**src/rtl/dma_pkg.sv**
```systemverilog
package dma_pkg;
    typedef enum logic [1:0] {
        ST_IDLE = 2'd0,
        ST_REQ  = 2'd1,
        ST_DATA = 2'd2,
        ST_HAND = 2'd3
    } xfer_st_e;

    localparam logic [2:0] SEL_SRC  = 3'd0;
    localparam logic [2:0] SEL_CNT  = 3'd1;
    localparam logic [2:0] SEL_DEV  = 3'd2;
    localparam logic [2:0] SEL_LIM  = 3'd3;
    localparam logic [2:0] SEL_CTRL = 3'd4;
    localparam logic [2:0] SEL_STAT = 3'd5;
endpackage

```
**src/rtl/dma_bus_arb.sv**
```systemverilog
module dma_bus_arb #(
    parameter int AW = 16
) (
    input  logic          dma_req,
    input  logic [AW-1:0] dma_addr,
    input  logic          cpu_req,
    input  logic [AW-1:0] cpu_addr,
    output logic          dma_gnt,
    output logic          cpu_gnt,
    output logic          mem_en,
    output logic [AW-1:0] mem_addr
);
    // the engine always wins; the processor gets every other cycle
    always_comb begin
        dma_gnt  = dma_req;
        cpu_gnt  = cpu_req && !dma_req;
        mem_en   = dma_req || cpu_req;
        mem_addr = dma_req ? dma_addr : cpu_addr;
    end
endmodule

```
**src/rtl/dma_regs.sv**
```systemverilog
module dma_regs
    import dma_pkg::*;
#(
    parameter int RW = 32,
    parameter int AW = 16,
    parameter int CW = 16,
    parameter int DW = 8,
    parameter int TW = 16
) (
    input  logic          clk,
    input  logic          rst_n,
    input  logic          wr,
    input  logic [2:0]    sel,
    input  logic [RW-1:0] wdata,
    input  logic          busy,
    input  logic          fin,
    input  logic          fin_tmo,
    input  logic          fin_err,
    output logic [AW-1:0] src,
    output logic [CW-1:0] cnt,
    output logic [DW-1:0] dev,
    output logic [TW-1:0] lim,
    output logic          start,
    output logic [3:0]    stat,
    output logic          irq
);
    typedef struct packed {
        logic [AW-1:0] src;
        logic [CW-1:0] cnt;
        logic [DW-1:0] dev;
        logic [TW-1:0] lim;
        logic          done;
        logic          tmo;
        logic          err;
    } regs_t;

    regs_t q, d;
    logic  unused_wbits;

    assign unused_wbits = ^wdata;
    assign start = wr && (sel == SEL_CTRL) && wdata[0] && !busy;

    always_comb begin
        d = q;
        if (wr && !busy) begin
            case (sel)
                SEL_SRC: d.src = wdata[AW-1:0];
                SEL_CNT: d.cnt = wdata[CW-1:0];
                SEL_DEV: d.dev = wdata[DW-1:0];
                SEL_LIM: d.lim = wdata[TW-1:0];
                default: ;
            endcase
        end
        if (start) begin
            d.done = 1'b0;
            d.tmo  = 1'b0;
            d.err  = 1'b0;
        end
        if (wr && sel == SEL_STAT) begin
            if (wdata[0]) d.done = 1'b0;
            if (wdata[2]) d.tmo  = 1'b0;
            if (wdata[3]) d.err  = 1'b0;
        end
        if (fin) begin
            d.done = 1'b1;
            if (fin_tmo) d.tmo = 1'b1;
            if (fin_err) d.err = 1'b1;
        end
    end

    always_ff @(posedge clk) begin
        if (!rst_n) q <= '0;
        else        q <= d;
    end

    assign src  = q.src;
    assign cnt  = q.cnt;
    assign dev  = q.dev;
    assign lim  = q.lim;
    assign stat = {q.err, q.tmo, busy, q.done};
    assign irq  = q.done;

    p_cfg_locked_r9: assert property (@(posedge clk) disable iff (!rst_n)
        (busy && wr && sel == SEL_CNT) |=> $stable(cnt));
    p_done_set_r2: assert property (@(posedge clk) disable iff (!rst_n)
        fin |=> irq);
    p_irq_clear_r8: assert property (@(posedge clk) disable iff (!rst_n)
        (wr && sel == SEL_STAT && wdata[0] && !fin) |=> !irq);
endmodule

```
**src/rtl/dma_xfer_fsm.sv**
```systemverilog
module dma_xfer_fsm
    import dma_pkg::*;
#(
    parameter int AW = 16,
    parameter int CW = 16,
    parameter int TW = 16,
    parameter int BW = 8
) (
    input  logic          clk,
    input  logic          rst_n,
    input  logic          start,
    input  logic [AW-1:0] src,
    input  logic [CW-1:0] cnt,
    input  logic [TW-1:0] lim,
    input  logic          mem_gnt,
    input  logic [BW-1:0] mem_rdata,
    input  logic          dev_ack,
    input  logic          dev_err,
    output logic          mem_req,
    output logic [AW-1:0] mem_addr,
    output logic          dev_rdy,
    output logic [BW-1:0] dev_data,
    output logic          busy,
    output logic          fin,
    output logic          fin_tmo,
    output logic          fin_err
);
    typedef struct packed {
        xfer_st_e      st;
        logic [CW-1:0] idx;
        logic [TW-1:0] tmr;
        logic [BW-1:0] data;
    } fsm_t;

    fsm_t q, d;
    logic tmr_last;
    logic idx_last;

    assign tmr_last = ({1'b0, q.tmr} + (TW+1)'(1)) >= {1'b0, lim};
    assign idx_last = (q.idx + CW'(1)) == cnt;

    always_comb begin
        d       = q;
        fin     = 1'b0;
        fin_tmo = 1'b0;
        fin_err = 1'b0;
        case (q.st)
            ST_IDLE: begin
                if (start) begin
                    if (cnt == '0) begin
                        fin = 1'b1;
                    end else begin
                        d.st  = ST_REQ;
                        d.idx = '0;
                    end
                end
            end
            ST_REQ: begin
                if (mem_gnt) d.st = ST_DATA;
            end
            ST_DATA: begin
                d.data = mem_rdata;
                d.tmr  = '0;
                d.st   = ST_HAND;
            end
            ST_HAND: begin
                if (dev_err) begin
                    fin     = 1'b1;
                    fin_err = 1'b1;
                    d.st    = ST_IDLE;
                end else if (dev_ack) begin
                    if (idx_last) begin
                        fin  = 1'b1;
                        d.st = ST_IDLE;
                    end else begin
                        d.idx = q.idx + CW'(1);
                        d.st  = ST_REQ;
                    end
                end else if (tmr_last) begin
                    fin     = 1'b1;
                    fin_tmo = 1'b1;
                    d.st    = ST_IDLE;
                end else begin
                    d.tmr = q.tmr + TW'(1);
                end
            end
            default: d.st = ST_IDLE;
        endcase
    end

    always_ff @(posedge clk) begin
        if (!rst_n) q <= '{st: ST_IDLE, default: '0};
        else        q <= d;
    end

    assign mem_req  = (q.st == ST_REQ);
    assign mem_addr = src + AW'(q.idx);
    assign dev_rdy  = (q.st == ST_HAND);
    assign dev_data = q.data;
    assign busy     = (q.st != ST_IDLE);

    p_bus_gap_r4: assert property (@(posedge clk) disable iff (!rst_n)
        mem_req |=> !mem_req);
    p_data_stable_r5: assert property (@(posedge clk) disable iff (!rst_n)
        (dev_rdy && $past(dev_rdy)) |-> $stable(dev_data));
    p_wait_bound_r6: assert property (@(posedge clk) disable iff (!rst_n)
        (dev_rdy && lim != '0) |-> (q.tmr < lim));
    p_idle_quiet_r1: assert property (@(posedge clk) disable iff (!rst_n)
        !busy |-> (!dev_rdy && !mem_req));
endmodule

```
**src/rtl/dma_steal_engine.sv**
```systemverilog
module dma_steal_engine #(
    parameter int RW = 32,
    parameter int AW = 16,
    parameter int CW = 16,
    parameter int DW = 8,
    parameter int TW = 16,
    parameter int BW = 8
) (
    input  logic          clk,
    input  logic          rst_n,
    input  logic          reg_wr,
    input  logic [2:0]    reg_sel,
    input  logic [RW-1:0] reg_wdata,
    output logic [3:0]    stat,
    output logic          irq,
    input  logic          cpu_mem_req,
    input  logic [AW-1:0] cpu_mem_addr,
    output logic          cpu_mem_gnt,
    output logic          mem_en,
    output logic [AW-1:0] mem_addr,
    input  logic [BW-1:0] mem_rdata,
    output logic [DW-1:0] dev_addr,
    output logic [BW-1:0] dev_data,
    output logic          dev_rdy,
    input  logic          dev_ack,
    input  logic          dev_err
);
    logic [AW-1:0] cfg_src;
    logic [CW-1:0] cfg_cnt;
    logic [TW-1:0] cfg_lim;
    logic          start, busy, fin, fin_tmo, fin_err;
    logic          dma_req, dma_gnt;
    logic [AW-1:0] dma_addr;

    dma_regs #(.RW(RW), .AW(AW), .CW(CW), .DW(DW), .TW(TW)) u_regs (
        .clk(clk), .rst_n(rst_n), .wr(reg_wr), .sel(reg_sel), .wdata(reg_wdata),
        .busy(busy), .fin(fin), .fin_tmo(fin_tmo), .fin_err(fin_err),
        .src(cfg_src), .cnt(cfg_cnt), .dev(dev_addr), .lim(cfg_lim),
        .start(start), .stat(stat), .irq(irq)
    );

    dma_xfer_fsm #(.AW(AW), .CW(CW), .TW(TW), .BW(BW)) u_fsm (
        .clk(clk), .rst_n(rst_n), .start(start), .src(cfg_src), .cnt(cfg_cnt),
        .lim(cfg_lim), .mem_gnt(dma_gnt), .mem_rdata(mem_rdata),
        .dev_ack(dev_ack), .dev_err(dev_err), .mem_req(dma_req),
        .mem_addr(dma_addr), .dev_rdy(dev_rdy), .dev_data(dev_data),
        .busy(busy), .fin(fin), .fin_tmo(fin_tmo), .fin_err(fin_err)
    );

    dma_bus_arb #(.AW(AW)) u_arb (
        .dma_req(dma_req), .dma_addr(dma_addr), .cpu_req(cpu_mem_req),
        .cpu_addr(cpu_mem_addr), .dma_gnt(dma_gnt), .cpu_gnt(cpu_mem_gnt),
        .mem_en(mem_en), .mem_addr(mem_addr)
    );

    p_cpu_yield_r3: assert property (@(posedge clk) disable iff (!rst_n)
        (cpu_mem_req && !cpu_mem_gnt) |=> cpu_mem_gnt || !cpu_mem_req);
endmodule

```
**config.mk**
```make
export PLATFORM = sky130hd
export DESIGN_NAME = dma_steal_engine
export DESIGN_NICKNAME = d
export VERILOG_FILES = /design/src/rtl/dma_pkg.sv /design/src/rtl/dma_bus_arb.sv /design/src/rtl/dma_regs.sv /design/src/rtl/dma_xfer_fsm.sv /design/src/rtl/dma_steal_engine.sv
export SDC_FILE = /design/constraint.sdc
export NUM_CORES = 1
export LEC_CHECK = 0
export ABC_AREA = 1
export BUFFER_PORTS_ARGS = -buffer_cell sky130_fd_sc_hd__buf_2
export CAP_MARGIN = 20
export CORE_ASPECT_RATIO = 0.6
export CORE_MARGIN = 3
export CORE_UTILIZATION = 53
export CTS_BUF_LIST = sky130_fd_sc_hd__clkbuf_4
export CTS_CLUSTER_DIAMETER = 100
export DETAILED_ROUTE_END_ITERATION = 10
export PLACE_DENSITY = 0.79
export SLEW_MARGIN = 20
export SYNTH_ARGS = -nofsm -noshare
export SYNTH_HDL_FRONTEND = slang
export SYNTH_SLANG_ARGS = --single-unit
```
**constraint.sdc**
```tcl
create_clock -name clk -period 2.7 [get_ports clk]
set_input_delay 0.405 -clock clk [delete_from_list [all_inputs] [get_ports clk]]
set_output_delay 0.405 -clock clk [all_outputs]
set_load 0.01 [all_outputs]
```
# Yosys cells after proc, flatten, opt, wreduce, memory -nomap -nowiden
# Cells that the tools add are included.
# word_totals
in_bits	65
word_cells	90
output_inout_bits	40
regBits	101
# classes
n_mux	35
n_reduce_logical	22
add_sub_neg	4
n_eq_ne	17
n_lt_le_gt_ge	1
# ops
cell	n
$mux 16	5
$pmux 16 s2	2
$mux 18	2
$add 16x1->16 const B	2
$mux 32	1
$add 16x1->17 const B	1
$ge 17x16->1	1
$mux 1	17
$add 16x16->16	1
$eq 16x16->1	1
$logic_not 16->1	1
$ne 2x2->1 const B	6
$mux 3	3
$pmux 2 s4	1
$reduce_and 2->1	4
$eq 3x2->1 const B	2
$eq 3x3->1 const B	2
$logic_and 1x1->1	6
$mux 2	3
$reduce_and 6->1	1
$reduce_bool 2->1	3
$eq 2x2->1 const B	2
$ne 4x1->1 const B	1
$reduce_and 4->1	1
other kinds (9)	10

# Longest topological paths before layout
# logic_depth
depth_word	9
depth_mapped	25
mapped_depth_nobuf	25

# Hierarchy
# From an unflattened synthesis, not the netlist that was laid out.
# unflattened
hier_cells	1006
area_unflattened_um2	6551.3
# modules_own_cells
module	area_per_inst_um2	seq_area_each_um2	instances	cells_per_inst
dma_xfer_fsm	4048.9	840.8	1	656
dma_regs	2244.7	1181.1	1	294
dma_bus_arb	257.7	0.0	1	56

# Least setup slack after synthesis
# Ideal clock, no wire load.
# synth_path
kind	reg-to-reg
start	reg u_fsm.q[8] (netlist name)
end	reg u_fsm.q[22] (netlist name)
arrival_ns	2.804
n_path_buf	1
period_less_slack_ns	2.875
setup_slack_ns	-0.175
required_time_ns	2.629
path_stages_with_launch	22
setup_ns	0.071
cell_sequence	dfxtp_1 > ha_1 > nand2_1 > nor2_1 > nand2_1 > nor3_1 > nand4_1 > xor2_1 > ha_1 > nand2_1 > nor2_1 > nand2_1 > nor3b_1 > nor2_1 > nand3_1 > nand2_1 > nand2_1 > nand2_1 > o21ai_2 > buf_2 > nand2_1 > a21oi_1
# synth_via
elab_chain_len	5
word_cells_on_any_way	9
cone_classes	2 x add/sub; 1 x order compare; 1 x eq/ne; 4 x mux; 1 x reduce/logical
# synth_rtl
element	line_no	source
start: declaration	dma_xfer_fsm.sv:35	fsm_t q, d;
start signal: assignment	dma_xfer_fsm.sv:92	if (!rst_n) q <= '{st: ST_IDLE, default: '0};
start signal: assignment	dma_xfer_fsm.sv:93	else q <= d;
branches (longest 5 deep; another with $add 16x1->17)	-	
# Parallel ways; which one is timed is not known. The select of a mux whose other input is x is not followed.
# A chain may end at the register's enable or synchronous reset.

# Final worst setup path
# layout_path
start	reg u_fsm.q[24] (netlist name)
end	out mem_addr[12]
# layout_via
elab_chain_len	2
# layout_rtl
element	line_no	source
$add 16x16->16	dma_xfer_fsm.sv:97	assign mem_addr = src + AW'(q.idx);
$mux 16	dma_bus_arb.sv:18	mem_addr = dma_req ? dma_addr : cpu_addr;
end: declaration	dma_steal_engine.sv:20	output logic [AW-1:0] mem_addr,
# Every way passes these cells.

==> qor.txt <==
Status = finished, violations left
Failing checks = setup timing
Highest ir drop seen on vdd = 0.0004603 V
Number of synthesized flops with an enable pin = 0
Hold_sp = mem_rdata[4]
Layout Cells excl Fill = 1250
Max stage delay on crit path = 0.43 ns
Crit Path Max Fanout = 2
Worst slew pin tran = 0.6998 ns
DR iter-0 viols = 939
DP Worst Slack = -0.3602 ns
HP Class = primary input to register
# diodes = 0
Num rows = 30
Detail Route Antenna Nets = 0
Crit Path Category = register to output port
Worst setup EP type = output port
Vias in the first global route = 6142
Commonest non-fill, non-tap cell in the layout = nand2_1
First-pass GRT wire length = 31330 um
Setup-failing EPs final = 26
Worst R2R End = u_fsm.q[10]
Ys flop type = dfxtp_1
Post-synthesis area per instance = 6.563 um^2
Setup crit start = u_fsm.q[24]
Port bufs = 88
Fmax = 313.1 MHz
Pwr Density = 771.8 nW/um^2
R2R Path Start = u_fsm.q[9]
# nets final = 1189
Pins Over Slew Limit = 0
Max-cap violations = 0
Root Buffer = clkbuf_4
Die area = 13180 um^2
CP cell instances = ha_4, inv_2, fa_2, inv_2, nand2_2, nand2_1, nand2_1, nand2_2, a21boi_2, o21ai_1, a21boi_1, o21ai_1, xor2_1, o21ai_1, buf_2
Worst setup SP type = register
Minimum clock period = 3.193 ns
RSZ-0062 raised after global routing = yes
R2r worst-path depth = 23
Util after Layout = 71.62%
Core ar. = 11410 um^2
Pre-antenna DRT Iters = 9
Most frequent cells in the layout = nand2_1 (165), nor2_1 (119), inv_1 (106)
Share of cells above drive strength 1 = 29.63%
Longest Clk Path Bufs = 2
Gpl congestion = 0.9568
Final Cycle Share = 118.3%
Sequential cell area fraction in the yosys report = 32.33%
Worst path required time = 2.30 ns
DR vias/cell = 5.668
Overall power = 0.006308 W
Gr usage total = 29.64%
Final worst slack = -0.4934 ns
Cell count after placement = 1213
Die width = 146.2 um
Boundary pin count = 105
Routed vias = 7085
CTS tree = yes
Clock sink total = 101
Yosys reg bits = 101
Final Hold Violating Endpoints = 0
# H-tree levels = 3
Worst Skew = 0.01776 ns
Global route total overflow = 0
Largest net degree at the start of global routing = 35
Mapped Nets = 1056
DR DRC count = 0
Pleak = 3.754 nW
FFs w/ async S/R, synth = 0%
Register clock-pin slew on the reported worst setup and hold paths = 0.16 ns
Post-Syn Instances = 953
Hpwl dp = 13940 um
TritonCTS buffer count = 9
Slew headroom = 53.29%
Area Overhead vs Synth = 30.67%
Die height = 90.15 um
Synth warn = 0
Initial antenna violation count = 0
Setup crit end = mem_addr[12]
Top cell by count, worst path = o21ai_1
Worst skew pair latency = 0.49 ns
Slowest CP cell = dfxtp_4
Initial core utilization = 54.81%
Wire per inst = 16.91 um
R2R setup slack = -0.45 ns
WP data arrival = 2.79 ns
WL final = 21140 um
Synth unique cells = 41
Synthesized area = 6255 um^2
[cell usage after synthesis (3+ instances only)]
| cell type | count | area share [%] |
|---|---|---|
| inv_1 | 113 | 6.8 |
| buf_2 | 3 | 0.24 |
| o21ai_0 | 100 | 8.0 |
| nor2_4 | 3 | 0.54 |
| xor2_1 | 16 | 2.2 |
| nand3_1 | 60 | 4.8 |
| nor2_1 | 127 | 7.6 |
| nand4_1 | 10 | 1.0 |
| o211ai_1 | 3 | 0.36 |
| o21ai_1 | 10 | 0.80 |
| nor4_1 | 3 | 0.30 |
| clkbuf_1 | 25 | 1.5 |
| dfxtp_1 | 101 | 32 |
| nor2_2 | 4 | 0.40 |
| ha_1 | 37 | 7.4 |
| buf_4 | 10 | 1.2 |
| nand2_1 | 193 | 12 |
| nor3_1 | 11 | 0.88 |
| or2_2 | 5 | 0.50 |
| a21oi_1 | 87 | 7.0 |
| xnor2_1 | 3 | 0.42 |
[critical path: cells and delay by family (launching register included)]
kind | cells | cell delay, ns
AO/OA/AOI/OAI | 5 | 0.68
XOR/XNOR | 1 | 0.17
adder cells (fa/ha/maj) | 2 | 0.50
buffers and inverters | 3 | 0.27
flip-flops | 1 | 0.43
AND/OR/NAND/NOR | 4 | 0.25
[state kept, by name, summed over array words and instances (netlist names)]
signal and count:
u_regs.irq 1, u_fsm.q 34, u_fsm.dev_data 8, u_regs.cnt 16, u_regs.lim 16, u_regs.stat 2, u_regs.src 16, u_regs.dev 8
[power by group]
group | switching, W | internal (W) | total, W
Clock | 0.000547 | 0.000278 | 0.000825
Sequential | 0.000275 | 0.00174 | 0.00201
Combinational | 0.00201 | 0.00145 | 0.00347
Total | 0.00284 | 0.00347 | 0.00631
[worst min-delay path by stage]
stage | to | slack (ns) | cells after the start
finish | u_fsm.dev_data[4] | 0.14 | 3
global route | u_fsm.dev_data[7] | 0.12 | 3
CTS | u_fsm.dev_data[4] | 0.12 | 3
detailed placement | u_regs.lim[6] | 0.46 | 2
global placement | u_regs.lim[10] | 0.45 | 2
floorplan | u_regs.lim[10] | 0.44 | 2
[final cells by class]
class	count	area (um^2)
tap	160	200.2
multi-input combinational	696	4214
clock inverter	6	63.81
clock buffer	9	67.56
fill	893	3238
inverter	115	442.9
timing repair buffer	163	1124
sequential	101	2061
[stage by stage]
step / TNS, ns / instance area, um^2 / hold slack (ns)
finish: -9.553 / 8173 / 0.1379
global route: -14.21 / 8173 / 0.1155
CTS: -7.312 / 7810 / 0.1198
detailed placement: -6.476 / 7167 / 0.4556
global placement: -5.080 / 7167 / 0.4471
floorplan: -0.3540 / 6314 / 0.4353
[timing repair]
action / in CTS / in global routing
hold buffers: 0 / 0
cloned: 3 / 0
setup endpoints to repair: 30 / 47
pin swaps: 36 / 47
buffers inserted: 17 / 10
resized for setup: 96 / 89
[per-layer routing]
metal	wire [um]	up-vias	track usage, %
met5	0	-	0
met4	371	0	6.808
met3	3191	39	10.78
met2	8355	479	39.36
met1	9220	3212	44.97
li1	-	3355	-
[cell families (layout without fill, tap and decap cells)]
logic type	count (synthesis)	count (layout)	share of synthesized area (%)
fa+ha+maj	38	38	7.721
simple gates	427	427	29.01
buf+inv	156	293	10.26
xor+xnor	21	21	3.381
compound gates	210	210	17.30
flops	101	101	32.33
Note: power is estimated with default switching activity, not from simulation.
